File: src/rtl/ptw_pkg.sv
package ptw_pkg;
    localparam int DESC_W = 32;
    localparam int VA_W   = 32;
    localparam int PA_W   = DESC_W + 4;
    localparam int VPN_W  = VA_W - 12;
    localparam int CODE_W = 10;
    localparam int REF_BIT = 5;
    localparam int MOD_BIT = 6;
    localparam logic [5:0] FT_INVALID = 6'd1;
    localparam logic [5:0] FT_BAD     = 6'd4;

    typedef enum logic [1:0] {
        ET_INVALID  = 2'd0,
        ET_TABLE    = 2'd1,
        ET_PAGE     = 2'd2,
        ET_RESERVED = 2'd3
    } etype_e;

    typedef enum logic [1:0] {
        K_NEXT  = 2'd0,
        K_LEAF  = 2'd1,
        K_FAULT = 2'd2
    } kind_e;

    typedef enum logic [1:0] {
        PS_4K   = 2'd0,
        PS_256K = 2'd1,
        PS_16M  = 2'd2
    } psize_e;

    typedef enum logic [0:0] {
        S_IDLE = 1'b0,
        S_WAIT = 1'b1
    } state_e;

    typedef struct packed {
        state_e              st;
        logic [1:0]          lvl;
        logic [VPN_W-1:0]    va_hi;
        logic                wr;
        logic [PA_W-1:0]     addr;
        logic                rd;
        logic                wb;
        logic [DESC_W-1:0]   wdata;
        logic                dn;
        logic                flt;
        logic [CODE_W-1:0]   code;
        logic [PA_W-1:0]     pa;
        psize_e              ps;
        logic [DESC_W-1:0]   ent;
        logic                full;
    } walk_t;
endpackage

File: src/rtl/ptw_addr_calc.sv
module ptw_addr_calc
    import ptw_pkg::*;
#(
    parameter int CTX_W = 8
) (
    input  logic [DESC_W-1:0] ctx_base,
    input  logic [CTX_W-1:0]  ctx_num,
    input  logic [VPN_W-1:0]  va_hi,
    input  logic [DESC_W-3:0] ptr_field,
    input  logic [1:0]        level,
    output logic [PA_W-1:0]   root_addr,
    output logic [PA_W-1:0]   next_addr,
    output logic [PA_W-1:0]   leaf_paddr
);
    logic [7:0]  idx;
    logic [11:0] off;

    // va_hi holds virtual address bits [31:12]
    always_comb begin
        unique case (level)
            2'd0:    idx = va_hi[19:12];
            2'd1:    idx = {2'b00, va_hi[11:6]};
            default: idx = {2'b00, va_hi[5:0]};
        endcase
        unique case (level)
            2'd1:    off = va_hi[11:0];
            2'd2:    off = {6'b000000, va_hi[5:0]};
            default: off = 12'h000;
        endcase
    end

    assign root_addr  = {ctx_base, 4'b0000} + PA_W'({ctx_num, 2'b00});
    assign next_addr  = {ptr_field, 2'b00, 4'b0000} + PA_W'({idx, 2'b00});
    assign leaf_paddr = {ptr_field[DESC_W-3:6], 12'h000} + PA_W'({off, 12'h000});
endmodule

File: src/rtl/ptw_entry_check.sv
module ptw_entry_check
    import ptw_pkg::*;
(
    input  logic [DESC_W-1:0] desc,
    input  logic [1:0]        level,
    input  logic              is_write,
    output kind_e             kind,
    output logic [CODE_W-1:0] code,
    output psize_e            psize,
    output logic              need_wb,
    output logic [DESC_W-1:0] new_desc
);
    always_comb begin
        kind = K_FAULT;
        code = {level, FT_BAD, 2'b00};
        unique case (etype_e'(desc[1:0]))
            ET_INVALID: code = {level, FT_INVALID, 2'b00};
            ET_TABLE:   if (level != 2'd3) kind = K_NEXT;
            ET_PAGE:    if (level != 2'd0) kind = K_LEAF;
            default:    kind = K_FAULT;
        endcase
        unique case (level)
            2'd1:    psize = PS_16M;
            2'd2:    psize = PS_256K;
            default: psize = PS_4K;
        endcase
    end

    assign need_wb = !desc[REF_BIT] || (is_write && !desc[MOD_BIT]);
    assign new_desc = desc | (DESC_W'(1) << REF_BIT) | (DESC_W'(is_write) << MOD_BIT);
endmodule

File: src/rtl/ptw_walker.sv
module ptw_walker
    import ptw_pkg::*;
#(
    parameter int CTX_W = 8
) (
    input  logic              clk,
    input  logic              rst_n,
    input  logic              req_valid,
    input  logic [VA_W-1:0]   req_vaddr,
    input  logic              req_write,
    input  logic              req_bypass,
    input  logic [DESC_W-1:0] ctx_base,
    input  logic [CTX_W-1:0]  ctx_num,
    output logic              ready,
    output logic              rd_req,
    output logic [PA_W-1:0]   rd_addr,
    input  logic              rd_valid,
    input  logic [DESC_W-1:0] rd_data,
    output logic              wr_req,
    output logic [PA_W-1:0]   wr_addr,
    output logic [DESC_W-1:0] wr_data,
    output logic              done,
    output logic              fault,
    output logic [CODE_W-1:0] fault_code,
    output logic [PA_W-1:0]   paddr,
    output logic [1:0]        page_size,
    output logic [DESC_W-1:0] pte,
    output logic [PA_W-1:0]   pte_addr,
    output logic              full_access
);
    walk_t cur_q, nx_d;

    logic [PA_W-1:0]   root_addr, next_addr, leaf_paddr;
    kind_e             kind;
    logic [CODE_W-1:0] chk_code;
    psize_e            chk_ps;
    logic              need_wb;
    logic [DESC_W-1:0] new_desc;

    ptw_addr_calc #(.CTX_W(CTX_W)) u_addr (
        .ctx_base   (ctx_base),
        .ctx_num    (ctx_num),
        .va_hi      (cur_q.va_hi),
        .ptr_field  (rd_data[DESC_W-1:2]),
        .level      (cur_q.lvl),
        .root_addr  (root_addr),
        .next_addr  (next_addr),
        .leaf_paddr (leaf_paddr)
    );

    ptw_entry_check u_chk (
        .desc     (rd_data),
        .level    (cur_q.lvl),
        .is_write (cur_q.wr),
        .kind     (kind),
        .code     (chk_code),
        .psize    (chk_ps),
        .need_wb  (need_wb),
        .new_desc (new_desc)
    );

    always_comb begin
        nx_d    = cur_q;
        nx_d.rd = 1'b0;
        nx_d.wb = 1'b0;
        nx_d.dn = 1'b0;
        unique case (cur_q.st)
            S_IDLE: begin
                if (req_valid) begin
                    nx_d.va_hi = req_vaddr[VA_W-1:12];
                    nx_d.wr    = req_write;
                    nx_d.lvl   = 2'd0;
                    if (req_bypass) begin
                        nx_d.dn   = 1'b1;
                        nx_d.flt  = 1'b0;
                        nx_d.code = '0;
                        nx_d.pa   = PA_W'(req_vaddr);
                        nx_d.ps   = PS_4K;
                        nx_d.ent  = '0;
                        nx_d.addr = '0;
                        nx_d.full = 1'b1;
                    end else begin
                        nx_d.addr = root_addr;
                        nx_d.rd   = 1'b1;
                        nx_d.st   = S_WAIT;
                    end
                end
            end
            default: begin
                if (rd_valid) begin
                    unique case (kind)
                        K_NEXT: begin
                            nx_d.addr = next_addr;
                            nx_d.rd   = 1'b1;
                            nx_d.lvl  = cur_q.lvl + 2'd1;
                        end
                        K_LEAF: begin
                            nx_d.st    = S_IDLE;
                            nx_d.dn    = 1'b1;
                            nx_d.flt   = 1'b0;
                            nx_d.code  = '0;
                            nx_d.pa    = leaf_paddr;
                            nx_d.ps    = chk_ps;
                            nx_d.ent   = need_wb ? new_desc : rd_data;
                            nx_d.full  = 1'b0;
                            nx_d.wb    = need_wb;
                            nx_d.wdata = new_desc;
                        end
                        default: begin
                            nx_d.st   = S_IDLE;
                            nx_d.dn   = 1'b1;
                            nx_d.flt  = 1'b1;
                            nx_d.code = chk_code;
                            nx_d.full = 1'b0;
                        end
                    endcase
                end
            end
        endcase
    end

    always_ff @(posedge clk or negedge rst_n) begin
        if (!rst_n) cur_q <= '0;
        else        cur_q <= nx_d;
    end

    assign ready       = (cur_q.st == S_IDLE);
    assign rd_req      = cur_q.rd;
    assign rd_addr     = cur_q.addr;
    assign wr_req      = cur_q.wb;
    assign wr_addr     = cur_q.addr;
    assign wr_data     = cur_q.wdata;
    assign done        = cur_q.dn;
    assign fault       = cur_q.flt;
    assign fault_code  = cur_q.code;
    assign paddr       = cur_q.pa;
    assign page_size   = cur_q.ps;
    assign pte         = cur_q.ent;
    assign pte_addr    = cur_q.addr;
    assign full_access = cur_q.full;


    read_busy_chk: assert property (@(posedge clk) disable iff (!rst_n)
        rd_req |-> !ready);


    wb_with_done_chk: assert property (@(posedge clk) disable iff (!rst_n)
        wr_req |-> (done && !fault && wr_data[REF_BIT] && wr_addr == pte_addr));


    fault_shape_chk: assert property (@(posedge clk) disable iff (!rst_n)
        (done && fault) |-> (fault_code[1:0] == 2'b00 &&
                             (fault_code[7:2] == FT_INVALID || fault_code[7:2] == FT_BAD)));


    bypass_src_chk: assert property (@(posedge clk) disable iff (!rst_n)
        (done && full_access) |-> (!fault && $past(req_valid && ready && req_bypass)));


    done_idle_chk: assert property (@(posedge clk) disable iff (!rst_n)
        done |-> ready);
endmodule

File: config.mk
export PLATFORM = sky130hd
export DESIGN_NAME = ptw_walker
export DESIGN_NICKNAME = d
export VERILOG_FILES = /design/src/rtl/ptw_pkg.sv /design/src/rtl/ptw_addr_calc.sv /design/src/rtl/ptw_entry_check.sv /design/src/rtl/ptw_walker.sv
export SDC_FILE = /design/constraint.sdc
export NUM_CORES = 1
export LEC_CHECK = 0
export BUFFER_PORTS_ARGS = -buffer_cell sky130_fd_sc_hd__clkbuf_2
export CAP_MARGIN = 20
export CORE_AREA = 2 2 266 137
export CTS_CLUSTER_SIZE = 12
export DETAILED_ROUTE_END_ITERATION = 16
export DIE_AREA = 0 0 268 139
export PLACE_DENSITY_LB_ADDON = 0.15
export SLEW_MARGIN = 20
export SYNTH_ARGS = -nofsm -noshare
export SYNTH_HDL_FRONTEND = slang
export SYNTH_SLANG_ARGS = --single-unit
File: constraint.sdc
create_clock -name clk -period 5.4 [get_ports clk]
set_input_delay 0.54 -clock clk [delete_from_list [all_inputs] [get_ports clk]]
set_output_delay 0.54 -clock clk [all_outputs]
set_load 0.05 [all_outputs]
**After elaboration in Yosys (flattened, before gate mapping)**

Cells that the tools add are included.

- Add/sub/neg operators: 4
- Multiply operators: 0
- Divide/modulo/power cells: 0
- Order comparisons: 0
- Eq/ne operators: 10
- Shift operators: 0
- Multiplexer cells: 26
- Bitwise gates (word level): 2
- Reduce and logical (&&, ||, !) cells: 15

Operators by type and width:

| operator | count |
|---|---|
| two-way mux 83 bit | 3 |
| two-way mux 153 bit | 1 |
| two-way mux 37 bit | 2 |
| adder 36 x 10 -> 36 bit | 2 |
| two-way mux 70 bit | 1 |
| two-way mux 33 bit | 2 |
| two-way mux 61 bit | 1 |
| case mux 12 bit (2 select lines) | 2 |
| adder 36 x 24 -> 36 bit | 1 |
| two-way mux 36 bit | 1 |
| two-way mux 32 bit | 1 |
| bitwise OR 32 x 7 -> 32 bit | 1 |
| case mux 8 bit (2 select lines) | 1 |
| case mux 2 bit (2 select lines) | 2 |
| AND reduction 4 bit | 2 |
| equality test 2 x 1 -> 1 bit (second input constant) | 3 |
| logical NOT 2 bit | 3 |
| two-way mux 2 bit | 3 |
| two-way mux 3 bit | 2 |
| inequality test 2 bit (second input constant) | 3 |
| AND reduction 3 bit | 2 |
| nonzero test 2 bit | 3 |
| two-way mux 5 bit | 1 |
| equality test 2 bit (second input constant) | 2 |
| other kinds (8) | 12 |

- Bits in registers: 177
- Bits in latches: 0
- Memory bits (writable): 0
- Memory bits (read-only): 0
- Bits of input ports: 110
- Output and inout bits: 226
- Word-level logic and storage cells: 72
- Memories: 0

**Longest topological paths before layout**

Gate-level depths: netlist (run 1).

- Depth in word-level cells: 7
- Mapped depth: 15
- Depth with buffers taken out: 14

**Hierarchy**

From an unflattened synthesis (run 1), not the netlist that was laid out.

- Cells, all modules: 1288
- Area total of the unflattened synthesis: 12190.4 sq um

By module, submodules not included:

| module | times used | cells each | area each (sq um) | sequential area each (sq um) |
|---|---|---|---|---|
| ptw_walker | 1 | 880 | 9262.6 | 4429.2 |
| ptw_addr_calc | 1 | 351 | 2523.7 | 0.0 |
| ptw_entry_check | 1 | 57 | 404.1 | 0.0 |

**Worst setup path before layout (run 1)**

Ideal clock, no wire load.

- Path kind: register -> register
- Start: register cur_q[174] (netlist bit)
- End: register cur_q (netlist bit pte_addr[31])
- Library setup time: 0.142 ns
- Arrival time: 2.977 ns
- Required time: 5.258 ns
- Path slack: 2.280 ns
- Stages on the path, launching flop included: 15
- Buffers on the path: 2
- Period minus slack after synthesis: 3.120 ns
- Path through: dfrtp_1 > inv_1 > ha_1 > clkbuf_1 > nor2_1 > a221o_1 > ha_1 > a21o_1 > a21o_1 > a21oi_1 > or3_1 > buf_2 > nor2_2 > xnor2_1 > o221ai_1

- Cells in the longest elaborated chain, start to end: 6
- Elaborated cells between the ends (all ways): 15
- Classes of those cells: add/sub (1); eq/ne (3); mux (7); reduce/logical (4)

RTL lines:

| item | line | text |
|---|---|---|
| start: declaration | ptw_walker.sv:31 | `walk_t cur_q, nx_d;` |
| start signal: assignment | ptw_walker.sv:124 | `else cur_q <= nx_d;` |
| equality test 2 x 1 -> 1 bit, or another cell as far along | ptw_addr_calc.sv:20 | `unique case (level)` |
| case mux 8 bit (2 select lines), or another cell as far along | ptw_addr_calc.sv:20 |  |
| adder 36 x 10 -> 36 bit or case mux 2 bit (2 select lines) (tied branches) | ptw_addr_calc.sv:33, ptw_entry_check.sv:16 |  |
| two-way mux 37 bit or logical NOT 2 bit (tied branches) | ptw_walker.sv:91 | `unique case (kind)` |
| two-way mux 153 bit or inequality test 2 x 1 -> 1 bit (tied branches) | n/a |  |
| two-way mux 37 bit or AND reduction 3 bit (tied branches) | n/a |  |

Several ways; a longest one is shown, not always the timed one. The select of a mux whose other input is x is not followed.
A chain may end at the register's enable or synchronous reset.

**Worst setup path after layout (run 1)**

- Start: register cur_q[175] (netlist bit)
- End: register cur_q (netlist bit pte_addr[31])

Same word-level chain as after synthesis.

==> insert_results.sql, run 1 <==
INSERT INTO impl_metrics (metric_group, metric, value, unit) VALUES
('run_status', 'outcome', 'finished clean', ''),
('clock_network', 'cts_repair_resize_count', '0', ''),
('logic_synthesis', 'count_of_state_elements_after_synthesis', '169', ''),
('global_route', 'grt.total_usage', '0.1998', ''),
('pwr', 'pwr-share-clk', '0.229', ''),
('logic_synthesis', 'netlist_area', '10370', 'um2'),
('placement', 'dp_worst_setup_slack', '1.634', 'ns'),
('clock_network', 'tritoncts_num_sinks', '169', ''),
('sta', 'report.final.slew_viol_count', '0', ''),
('setup_path', 'worst_setup_path_start_kind', 'register', ''),
('sta', 'worst_hold_check_slack', '0.08236', 'ns'),
('setup_path', 'worst-endpoint-arrival', '4.07', 'ns'),
('clock_network', 'cts_made_buffers', '17', ''),
('global_route', 'grt_overflow', '0', ''),
('drt', 'num_vias', '8250', ''),
('pwr', 'sw_frac_of_total', '0.5024', ''),
('drt', 'route.detailed.wl_per_inst', '20.76', 'um'),
('setup_path', 'worst-path-max-fanout', '12', ''),
('die', 'number_of_primary_i_o_pins', '336', ''),
('drt', 'number_of_nets_with_antenna_violations_after_detailed_routing', '0', ''),
('finish', 'layout.core_utilization', '0.3271', ''),
('clock_network', 'clkSlewWorstSetupHoldPaths', '0.07', 'ns'),
('clock_network', 'cts_hold_repair.buffers', '0', ''),
('finish', 'syn2layout_area_growth', '10.84', '%'),
('global_route', 'number_of_global_route_vias_before_repair', '7889', ''),
('die', 'design.die.area', '37250', 'um2'),
('min_path', 'type_of_the_worst_min_delay_path', 'input pin to async pin', ''),
('drt', 'drt_iter0_markers', '718', ''),
('sta', 'tightestPinTransition', '0.7822', 'ns'),
('sta', 'min_period', '3.767', 'ns'),
('drt', 'routed_wirelength', '36.79', 'mm'),
('pwr', 'intPower', '2773', 'uW'),
('global_route', 'grt_pass1_wl', '54.34', 'mm'),
('pwr', 'areal_power_density_over_the_cells', '484.9', 'nW/um2'),
('finish', 'filler_cell_count', '3794', ''),
('pwr', 'sequentialPowerShare', '0.316', ''),
('global_route', 'antenna_found_initial', '1', ''),
('drt', 'detailedRoute.firstPassIterationCount', '5', ''),
('logic_synthesis', 'synth_cell_types', '57', ''),
('clock_network', 'cts.path.max_buffers', '2', ''),
('finish', 'nNetsFinal', '1418', ''),
('logic_synthesis', 'synth-seq-area-share', '0.4080', ''),
('global_route', 'largest_net_degree_at_the_start_of_global_routing', '70', ''),
('pwr', 'worst_ir_drop_on_vdd', '0.0002233', 'V'),
('sta', 'grt_setup_unrepaired', 'no', ''),
('setup_path', 'cp-startpoint', 'cur_q[175]', ''),
('finish', 'fraction_of_layout_cells_with_a_size_suffix_above_1', '0.2929', ''),
('run', 'max_cap_violations', '0', ''),
('clock_network', 'cts_post_setup_buffers_inserted', '0', ''),
('sta', 'setup-violations-final', '0', ''),
('clock_network', 'tritoncts', 'yes', ''),
('logic_synthesis', 'count_of_warnings_emitted_by_yosys', '0', ''),
('sta', 'post-route-period-util', '0.6977', ''),
('sta', 'post-route-worst-setup-slack', '1.633', 'ns'),
('clock_network', 'root_buffer', 'clkbuf_16', ''),
('logic_synthesis', 'syn_avg_cell_area', '8.800', 'um2'),
('placement', 'placement.io_buffers', '323', ''),
('logic_synthesis', 'ys_async_sr_fraction', '1.000', ''),
('placement', 'dp_hpwl', '28.36', 'mm'),
('drt', 'routed_via_density', '4.656', ''),
('sta', 'slew_headroom', '0.4780', ''),
('drt', 'drc_violations', '0', ''),
('die', 'floorplan.initialDensity', '0.2951', ''),
('die', 'die_y_extent', '139', 'um'),
('setup_path', 'path_class', 'register to register', ''),
('setup_path', 'critical_path.endpoint_type', 'register', ''),
('logic_synthesis', 'synth_cells', '1178', ''),
('clock_network', 'clk-insertion-delay-late', '0.45', 'ns'),
('sta', 'final_report_hold_violation_count', '0', ''),
('clock_network', 'clock_tree.htree_level_count', '4', ''),
('die', 'placementRows', '49', ''),
('logic_synthesis', 'ys.flop_type', 'dfrtp_1', ''),
('pwr', 'p_leak', '0.005988', 'uW'),
('sta', 'tns_setup', '0', 'ns'),
('placement', 'place.gp.congestion', '0.8769', ''),
('pwr', 'power.share.combinational', '0.454', ''),
('die', 'fp.dieW', '268', 'um'),
('setup_path', 'cp.required', '5.70', 'ns'),
('setup_path', 'worstReg2RegStart', 'cur_q[175]', ''),
('logic_synthesis', 'synth-edff-count', '0', ''),
('sta', 'timing_limited_maximum_frequency', '265.4', 'MHz'),
('sta', 'final.setup_skew', '0.01396', 'ns'),
('pwr', 'power_switching', '2799', 'uW'),
('die', 'design.core.area', '35130', 'um2');
[cell usage after synthesis, types with 3 or more instances]
library cell / n / share of area
dfrtp_1: 169 / 0.41
inv_1: 15 / 0.0054
nand2_1: 269 / 0.097
clkbuf_1: 38 / 0.014
ha_1: 30 / 0.036
o21a_1: 8 / 0.0058
and2_1: 14 / 0.0084
o221ai_1: 14 / 0.012
nor2_1: 52 / 0.019
buf_4: 221 / 0.16
nand2b_1: 6 / 0.0036
fa_1: 3 / 0.0058
xnor2_1: 39 / 0.033
nand4_1: 9 / 0.0054
nor2b_1: 7 / 0.0042
nor3_1: 13 / 0.0063
and3_1: 6 / 0.0036
o211ai_1: 5 / 0.0036
o22ai_1: 6 / 0.0036
a22oi_1: 16 / 0.012
a21o_1: 8 / 0.0058
buf_2: 8 / 0.0039
a21oi_1: 30 / 0.014
a221oi_1: 9 / 0.0076
o21ai_0: 51 / 0.025
a211oi_1: 5 / 0.0036
a221o_1: 8 / 0.0077
xor2_1: 33 / 0.028
nand3_1: 36 / 0.017
a22o_1: 13 / 0.011
[layout make-up]
| class | instances | area (um2) | area share |
|---|---|---|---|
| diodes | 1 | 2.502 | 0.0002178 |
| clock buffers | 19 | 442.9 | 0.03855 |
| clock inverters | 12 | 137.6 | 0.01198 |
| inverters | 16 | 60.06 | 0.005227 |
| multi-input cells | 736 | 4284 | 0.3729 |
| flip-flops and latches | 169 | 4229 | 0.3681 |
| well taps | 484 | 605.6 | 0.05271 |
| repair buffers | 335 | 1728 | 0.1504 |
[state kept, by name, summed over array words and instances, names as in the netlist]
| signal | cells |
|---|---|
| wr_req | 1 |
| fault_code | 4 |
| fault | 1 |
| wr_data | 32 |
| paddr | 36 |
| full_access | 1 |
| cur_q | 24 |
| page_size | 2 |
| rd_req | 1 |
| pte_addr | 34 |
| pte | 32 |
| done | 1 |
[metal layers]
layer	GRT usage	vias to the layer above	share of wire
met5	0	-	0
met3	0.04510	21	0.054
met2	0.2731	227	0.41
met1	0.3136	4090	0.52
li1	-	3912	-
met4	0.04263	0	0.011
[power by group through the flow]
stage	clock [uW]	sequential, uW	combinational [uW]
3_5_place_dp	0	1790	2550
5_1_grt	1370	1800	2670
2_1_floorplan	0	1720	2390
6_report	1280	1760	2530
3_3_place_gp	0	1790	2540
4_1_cts	1310	1770	2550
[cell families after synthesis]
group | count (synthesis) | synth area share
compound gates | 184 | 0.1200
xor+xnor | 72 | 0.06083
fa+ha+maj | 33 | 0.04200
buf+inv | 284 | 0.1838
flops | 169 | 0.4080
mux | 1 | 0.0009656
other cells | 1 | 0.0003618
simple gates | 434 | 0.1841
[metrics by stage]
| step | cell area [um2] | total power, uW | std cells |
|---|---|---|---|
| floorplan | 10410 | 4109 | 1189 |
| global placement | 10910 | 4331 | 1740 |
| detailed placement | 10910 | 4333 | 1740 |
| CTS | 11490 | 5633 | 1771 |
| global route | 11490 | 5847 | 1772 |
| finish | 11490 | 5572 | 1772 |
[worst max-delay path: stages, from the launching register on]
cell and delay [ns]:
dfrtp_1 0.42, inv_1 0.15, ha_1 0.48, nor2_1 0.21, a221o_1 0.39, ha_1 0.29, a21o_1 0.18, a21o_1 0.20
a21oi_1 0.53, or3_1 0.36, nor2_2 0.06, xnor2_1 0.21, o221ai_1 0.14
[layout by cell type (no fill, tap or decap), drive strengths merged, types with 5 or more instances in the layout]
master and n:
a211oi 5, a21o 8, a21oi 30, a221o 8
a221oi 9, a22o 13, a22oi 16, and2 15
and3 6, buf 12, clkbuf 342, conb 12
dfrtp 169, ha 30, inv 20, nand2 269
nand2b 6, nand3 36, nand4 11, nor2 54
nor2b 7, nor3 14, o211ai 5, o21a 8
o21ai 51, o221ai 14, o22ai 6, xnor2 39
xor2 33
[worst paths after layout]
path | endpoint | slack, ns | depth (start not counted)
max in group asynchronous | paddr[3] | 4.09 | 2
worst min-delay path | pte_addr[10] | 0.08 | 1
worst max register to register | pte_addr[31] | 1.63 | 12
min in group clk | cur_q[153] | 0.28 | 3
worst max-delay path | pte_addr[31] | 1.63 | 12
worst min register to register | wr_data[5] | 0.47 | 1
Note: power is estimated with default switching activity, not from simulation.
==> run 2, diff against run 1 <==
Clock period 5.4 ns to 3.8 ns, I/O delays scaled along.
==> run 2 against run 1 <==
Flip-flop and latch count is the same. Sequential share of layout area shrank 0.23 points. Register-to-register slack lost 1.4 ns. Maximum frequency grew 7.0%. Largest power group unchanged. Non-clock buffer count grew 6. Final area grew 0.62%. Highest routed layer unchanged. Critical path depth grew 1. Worst setup slack lost 1.4 ns. Clock-buffer cell count shrank 2. Clock skew shrank 0.0032 ns. Die area is the same.
==> insert_results.sql, run 2 (same netlist as run 1, synthesis figures left out) <==
INSERT INTO impl_metrics (metric_group, metric, value, unit) VALUES
('run_status', 'outcome', 'finished clean', ''),
('clock_network', 'cts.path.max_buffers', '2', ''),
('run', 'max_cap_violations', '0', ''),
('sta', 'report.final.slew_viol_count', '0', ''),
('global_route', 'grt_overflow', '0', ''),
('finish', 'layout_common_cells', 'clkbuf_2 (322), nand2_1 (269), dfrtp_1 (169), nor2_1 (51), o21ai_0 (51)', ''),
('finish', 'nNetsFinal', '1424', ''),
('sta', 'final.setup_skew', '0.01080', 'ns'),
('die', 'fp.dieW', '268', 'um'),
('clock_network', 'cts_made_buffers', '17', ''),
('die', 'design.core.area', '35130', 'um2'),
('setup_path', 'cp_slowest_cell', 'dfrtp_1', ''),
('sta', 'timing_limited_maximum_frequency', '284.0', 'MHz'),
('min_path', 'type_of_the_worst_min_delay_path', 'input pin to async pin', ''),
('clock_network', 'cts_hold_repair.buffers', '0', ''),
('global_route', 'antenna_found_initial', '0', ''),
('finish', 'fraction_of_layout_cells_with_a_size_suffix_above_1', '0.2991', ''),
('die', 'placementRows', '49', ''),
('setup_path', 'worst-path-max-fanout', '9', ''),
('drt', 'route.detailed.wl_per_inst', '21.13', 'um'),
('finish', 'syn2layout_area_growth', '11.53', '%'),
('placement', 'placement.io_buffers', '323', ''),
('global_route', 'grt_pass1_wl', '55.09', 'mm'),
('sta', 'slew_headroom', '0.3877', ''),
('setup_path', 'worst-endpoint-arrival', '3.83', 'ns'),
('global_route', 'largest_net_degree_at_the_start_of_global_routing', '100', ''),
('clock_network', 'tritoncts_num_sinks', '169', ''),
('global_route', 'number_of_global_route_vias_before_repair', '7926', ''),
('sta', 'tightestPinTransition', '0.9184', 'ns'),
('finish', 'layout.core_utilization', '0.3291', ''),
('sta', 'grt_setup_unrepaired', 'no', ''),
('sta', 'final_report_hold_violation_count', '0', ''),
('clock_network', 'clk-insertion-delay-late', '0.45', 'ns'),
('clock_network', 'tritoncts', 'yes', ''),
('setup_path', 'path_class', 'register to register', ''),
('finish', 'antenna_cells', '0', ''),
('pwr', 'p_leak', '0.006022', 'uW'),
('setup_path', 'critical_path.endpoint_type', 'register', ''),
('sta', 'min_period', '3.521', 'ns'),
('drt', 'num_vias', '8398', ''),
('die', 'design.die.area', '37250', 'um2'),
('drt', 'routed_wirelength', '37.57', 'mm'),
('clock_network', 'clkSlewWorstSetupHoldPaths', '0.08', 'ns'),
('pwr', 'worst_ir_drop_on_vdd', '0.0003110', 'V'),
('global_route', 'grt.total_usage', '0.2030', ''),
('setup_path', 'crit_chain', 'inv_1 -> ha_1 -> o21a_1 -> and2_1 -> ha_1 -> a21o_1 -> a21oi_1 -> a21oi_1 -> o211ai_1 -> buf_4 -> a211oi_1 -> xnor2_1 -> o21ai_0', ''),
('setup_path', 'critical-path-max-stage-delay', '0.42', 'ns'),
('finish', 'largest_reg_flops', '36', ''),
('drt', 'routed_via_density', '4.723', ''),
('clock_network', 'root_buffer', 'clkbuf_16', ''),
('clock_network', 'clock_tree.htree_level_count', '4', ''),
('die', 'number_of_primary_i_o_pins', '336', ''),
('placement', 'dp_hpwl', '28.91', 'mm'),
('finish', 'most_common_cell_after_layout_fill_and_taps_aside', 'clkbuf_2', ''),
('drt', 'number_of_nets_with_antenna_violations_after_detailed_routing', '0', ''),
('setup_path', 'worst_setup_path_start_kind', 'register', ''),
('drt', 'drt_iter0_markers', '606', ''),
('die', 'die_y_extent', '139', 'um'),
('drt', 'detailedRoute.firstPassIterationCount', '5', ''),
('setup_path', 'cp.required', '4.11', 'ns'),
('pwr', 'areal_power_density_over_the_cells', '682.6', 'nW/um2'),
('die', 'floorplan.initialDensity', '0.2951', ''),
('placement', 'place.gp.congestion', '0.8886', ''),
('sta', 'tns_setup', '0', 'ns'),
('drt', 'drc_violations', '0', ''),
('sta', 'setup-violations-final', '0', ''),
('sta', 'post-route-period-util', '0.9266', '');
## run 2: cell types whose count changed in the layout (fill, tap and decap cells not counted), sizes merged
| cell | change |
|---|---|
| bufinv | -2 |
| inv | +3 |
| buf | +6 |
| clkinvlp | +1 |
| diode | -1 |
| clkbuf | -2 |
| clkinv | +1 |
## run 2: what timing repair did
action | 4_1_cts | 5_1_grt
hold endpoints to repair | 0 | 0
buffers inserted | 0 | 0
setup endpoints to repair | 0 | 3
gates resized for setup | 0 | 2
## run 2: worst max-delay path, delay by kind of cell (launching register included)
family          cells  cell delay (ns)
compound gates      7             1.44
flops               1             0.42
xor+xnor            1             0.31
buf+inv             2             0.38
simple gates        1             0.17
fa+ha+maj           2             0.65
## run 2: final timing paths
| path | from | endpoint | slack (ns) | depth (start not counted) |
|---|---|---|---|---|
| setup / recovery | cur_q[175] | paddr[29] | 0.28 | 13 |
| hold / removal | rst_n | pte_addr[9] | 0.03 | 1 |
| setup reg to reg | cur_q[175] | paddr[29] | 0.28 | 13 |
| hold reg to reg | cur_q[172] | cur_q[172] | 0.47 | 2 |
| max in group asynchronous | rst_n | pte[25] | 2.91 | 2 |
| min in group clk | req_write | cur_q[153] | 0.12 | 3 |
## run 2: power breakdown
part	leakage (uW)	internal, uW	switching, uW	total [uW]
logic	0.00354	783	2820	3600
registers	0.00220	2180	333	2510
clock network	0.000276	878	898	1780
total	0.00602	3840	4050	7890
## run 2: metrics by stage
stage	cells	worst slack (ns)	power, uW	area (um2)	hold WS [ns]
2_1_floorplan	1189	0.6801	5839	10410	0.08441
3_3_place_gp	1745	0.4669	6155	10960	0.4505
3_5_place_dp	1746	0.2829	6159	10980	0.4548
4_1_cts	1778	0.2714	7973	11560	0.07022
5_1_grt	1778	0.04243	8286	11560	0.07542
6_report	1778	0.2789	7891	11560	0.03378
## run 2: cell type report
type	instances	area (um2)
flip-flops and latches	169	4229
fillers	3770	23570
repair buffers	341	1798
clock inverters	15	155.1
well taps	484	605.6
inverters	16	60.06
clock buffers	17	425.4
multi-input cells	736	4288
## run 2: per-layer routing
layer | global-route usage | share of wire | vias to the layer above
met5 | 0 | 0 | -
met4 | 0.04205 | 0.012 | 0
met3 | 0.05344 | 0.064 | 21
met2 | 0.2749 | 0.42 | 239
met1 | 0.3163 | 0.51 | 4210
li1 | - | - | 3928
==> run 3, diff against run 2 <==
Settings changed: CORE_AREA 2 2 266 137 to 2 2 163 165, DIE_AREA 0 0 268 139 to 0 0 165 167.
==> run 3 against run 2 <==
Maximum frequency up 1.3%. Total power up 0.86%. Global-route usage up 3.0 points. Final area down 1.6%. Wire length down 14%. Critical endpoint is now pte_addr[32]. Largest cell class unchanged.
==> insert_results.sql, run 3 (same netlist as run 1, synthesis figures left out) <==
INSERT INTO impl_metrics (metric_group, metric, value, unit) VALUES
('clock_network', 'tritoncts_num_sinks', '169', ''),
('finish', 'syn2layout_area_growth', '9.716', '%'),
('sta', 'report.final.slew_viol_count', '0', ''),
('placement', 'dp_worst_setup_slack', '0.1910', 'ns'),
('setup_path', 'critical-path-max-stage-delay', '0.42', 'ns'),
('setup_path', 'worst-endpoint-arrival', '3.77', 'ns'),
('die', 'number_of_primary_i_o_pins', '336', ''),
('clock_network', 'clock_tree.htree_level_count', '4', ''),
('sta', 'post-route-worst-setup-slack', '0.3252', 'ns'),
('setup_path', 'worstReg2RegStart', 'cur_q[174]', ''),
('min_path', 'type_of_the_worst_min_delay_path', 'input pin to async pin', ''),
('sta', 'tightestPinTransition', '0.8689', 'ns'),
('drt', 'routed_via_density', '5.119', ''),
('global_route', 'met1_usage_in_global_routing', '0.3181', ''),
('sta', 'grt_setup_unrepaired', 'no', ''),
('setup_path', 'cp.required', '4.09', 'ns'),
('clock_network', 'cts_hold_repair.buffers', '0', ''),
('clock_network', 'cts_post_setup_buffers_inserted', '0', ''),
('sta', 'worst_hold_check_slack', '0.03998', 'ns'),
('setup_path', 'worst_setup_path_start_kind', 'register', ''),
('drt', 'num_vias', '8324', ''),
('global_route', 'top_usage_layer', 'met2', ''),
('global_route', 'grt.total_usage', '0.2328', ''),
('global_route', 'grt_pass1_wl', '48.10', 'mm'),
('sta', 'final.setup_skew', '0.01195', 'ns'),
('drt', 'drt_iter0_markers', '588', ''),
('global_route', 'number_of_global_route_vias_before_repair', '7891', ''),
('global_route', 'largest_net_degree_at_the_start_of_global_routing', '100', ''),
('setup_path', 'worstReg2RegEnd', 'pte_addr[32]', ''),
('clock_network', 'clk-insertion-delay-late', '0.43', 'ns'),
('finish', 'fraction_of_layout_cells_with_a_size_suffix_above_1', '0.2953', ''),
('die', 'design.core.area', '25760', 'um2'),
('setup_path', 'critical_path.endpoint_type', 'register', ''),
('run', 'max_cap_violations', '0', ''),
('setup_path', 'worst-path-max-fanout', '12', ''),
('sta', 'min_period', '3.475', 'ns'),
('pwr', 'worst_ir_drop_on_vdd', '0.0003633', 'V'),
('finish', 'layout_common_cells', 'clkbuf_2 (322), nand2_1 (269), dfrtp_1 (169), nor2_1 (51), o21ai_0 (51)', ''),
('placement', 'placement.io_buffers', '323', ''),
('die', 'die_y_extent', '167', 'um'),
('clock_network', 'clkSlewWorstSetupHoldPaths', '0.07', 'ns'),
('global_route', 'grt_overflow', '0', ''),
('global_route', 'use_met2', '0.3705', ''),
('finish', 'largest_reg_flops', '36', ''),
('finish', 'most_common_cell_after_layout_fill_and_taps_aside', 'clkbuf_2', ''),
('die', 'placementRows', '59', ''),
('placement', 'place.gp.congestion', '0.8668', ''),
('finish', 'layout.core_utilization', '0.4415', ''),
('pwr', 'areal_power_density_over_the_cells', '699.8', 'nW/um2'),
('run_status', 'outcome', 'finished clean', ''),
('clock_network', 'cts_made_buffers', '17', ''),
('drt', 'route.detailed.wl_per_inst', '19.88', 'um'),
('pwr', 'p_leak', '0.006023', 'uW'),
('die', 'design.die.area', '27560', 'um2'),
('drt', 'number_of_nets_with_antenna_violations_after_detailed_routing', '0', ''),
('drt', 'routed_wirelength', '32.33', 'mm'),
('sta', 'timing_limited_maximum_frequency', '287.8', 'MHz'),
('sta', 'post-route-period-util', '0.9144', ''),
('setup_path', 'crit_chain', 'inv_1 -> ha_1 -> nor2_1 -> a221o_1 -> ha_1 -> fa_1 -> a21o_1 -> a21o_1 -> nand3b_1 -> nor3_1 -> xor2_1 -> a22oi_1 -> o21ai_0', ''),
('placement', 'dp_hpwl', '24.52', 'mm'),
('sta', 'slew_headroom', '0.4207', ''),
('drt', 'detailedRoute.firstPassIterationCount', '5', ''),
('die', 'fp.dieW', '165', 'um'),
('sta', 'setup-violations-final', '0', ''),
('clock_network', 'root_buffer', 'clkbuf_16', ''),
('finish', 'nNetsFinal', '1420', ''),
('setup_path', 'cp_slowest_cell', 'dfrtp_1', ''),
('drt', 'drc_violations', '0', ''),
('sta', 'tns_setup', '0', 'ns'),
('setup_path', 'path_class', 'register to register', ''),
('die', 'floorplan.initialDensity', '0.4024', ''),
('clock_network', 'cts.path.max_buffers', '2', ''),
('global_route', 'antenna_found_initial', '2', ''),
('sta', 'final_report_hold_violation_count', '0', ''),
('setup_path', 'r2r.worst_path.cells', '13', ''),
('clock_network', 'tritoncts', 'yes', ''),
('setup_path', 'rrSetupSlack', '0.33', 'ns'),
('global_route', 'grt_use_met3', '0.05380', '');
==> run 3: changes by cell type in the layout (fill, tap and decap cells not counted), sizes merged <==
| cell | before | now |
|---|---|---|
| inv | 23 | 19 |
| bufinv | 0 | 4 |
| clkinv | 5 | 4 |
| buf | 18 | 14 |
| clkinvlp | 3 | 2 |
| clkbuf | 340 | 342 |
| diode | 0 | 1 |
==> run 3: how the worst max path moves through the flow <==
stage,from,end,slack [ns]
CTS,cur_q[174],pte_addr[31],0.20
global placement,cur_q[174],pte_addr[31],0.30
floorplan,cur_q[174],pte_addr[31],0.68
finish,cur_q[174],pte_addr[32],0.33
global route,cur_q[174],pte_addr[32],0.05
detailed placement,cur_q[174],pte_addr[31],0.19
==> run 3: metal layers <==
metal	routed length [um]	vias to the layer above
met4	586	0
met3	2386	36
li1	-	3921
met2	15160	358
met1	14200	4009
met5	0	-
==> run 3: layout make-up <==
| type | instances | area (um2) |
|---|---|---|
| Antenna cell | 1 | 2.502 |
| Clock inverter | 13 | 188.9 |
| Inverter | 16 | 60.06 |
| Fill cell | 2606 | 14390 |
| Sequential cell | 169 | 4229 |
| Clock buffer | 19 | 442.9 |
| Tap cell | 335 | 419.2 |
| Multi-Input combinational cell | 736 | 4288 |
| Timing Repair Buffer | 337 | 1743 |
==> run 3: power breakdown <==
group          leakage [uW]  internal (uW)  switching [uW]
clock network      0.000305           1130             777
logic               0.00352            772            2790
registers           0.00220           2180             309
total               0.00602           4080            3880
==> run 3: worst max-delay path, delay by kind of cell (launching register included) <==
kind                       cells  cell delay [ns]
xor gates and xnor gates       1             0.15
adders and majority gates      3             1.03
and+or+nand+nor                3             0.53
DFF                            1             0.42
buffers and inverters          1             0.14
AOI/OAI and AO/OA              5             1.08
==> run 3: what timing repair did <==
item / 4_1_cts / 5_1_grt
gates resized for setup: 0 / 1
setup endpoints to repair: 0 / 3
hold endpoints to repair: 0 / 0
==> run 3: through the flow <==
stage | power (uW) | instances | instance area (um2)
finish | 7960 | 1626 | 11370
global route | 8340 | 1625 | 11370
CTS | 8025 | 1625 | 11370
detailed placement | 6103 | 1593 | 10740
global placement | 6083 | 1593 | 10740
floorplan | 5839 | 1189 | 10410
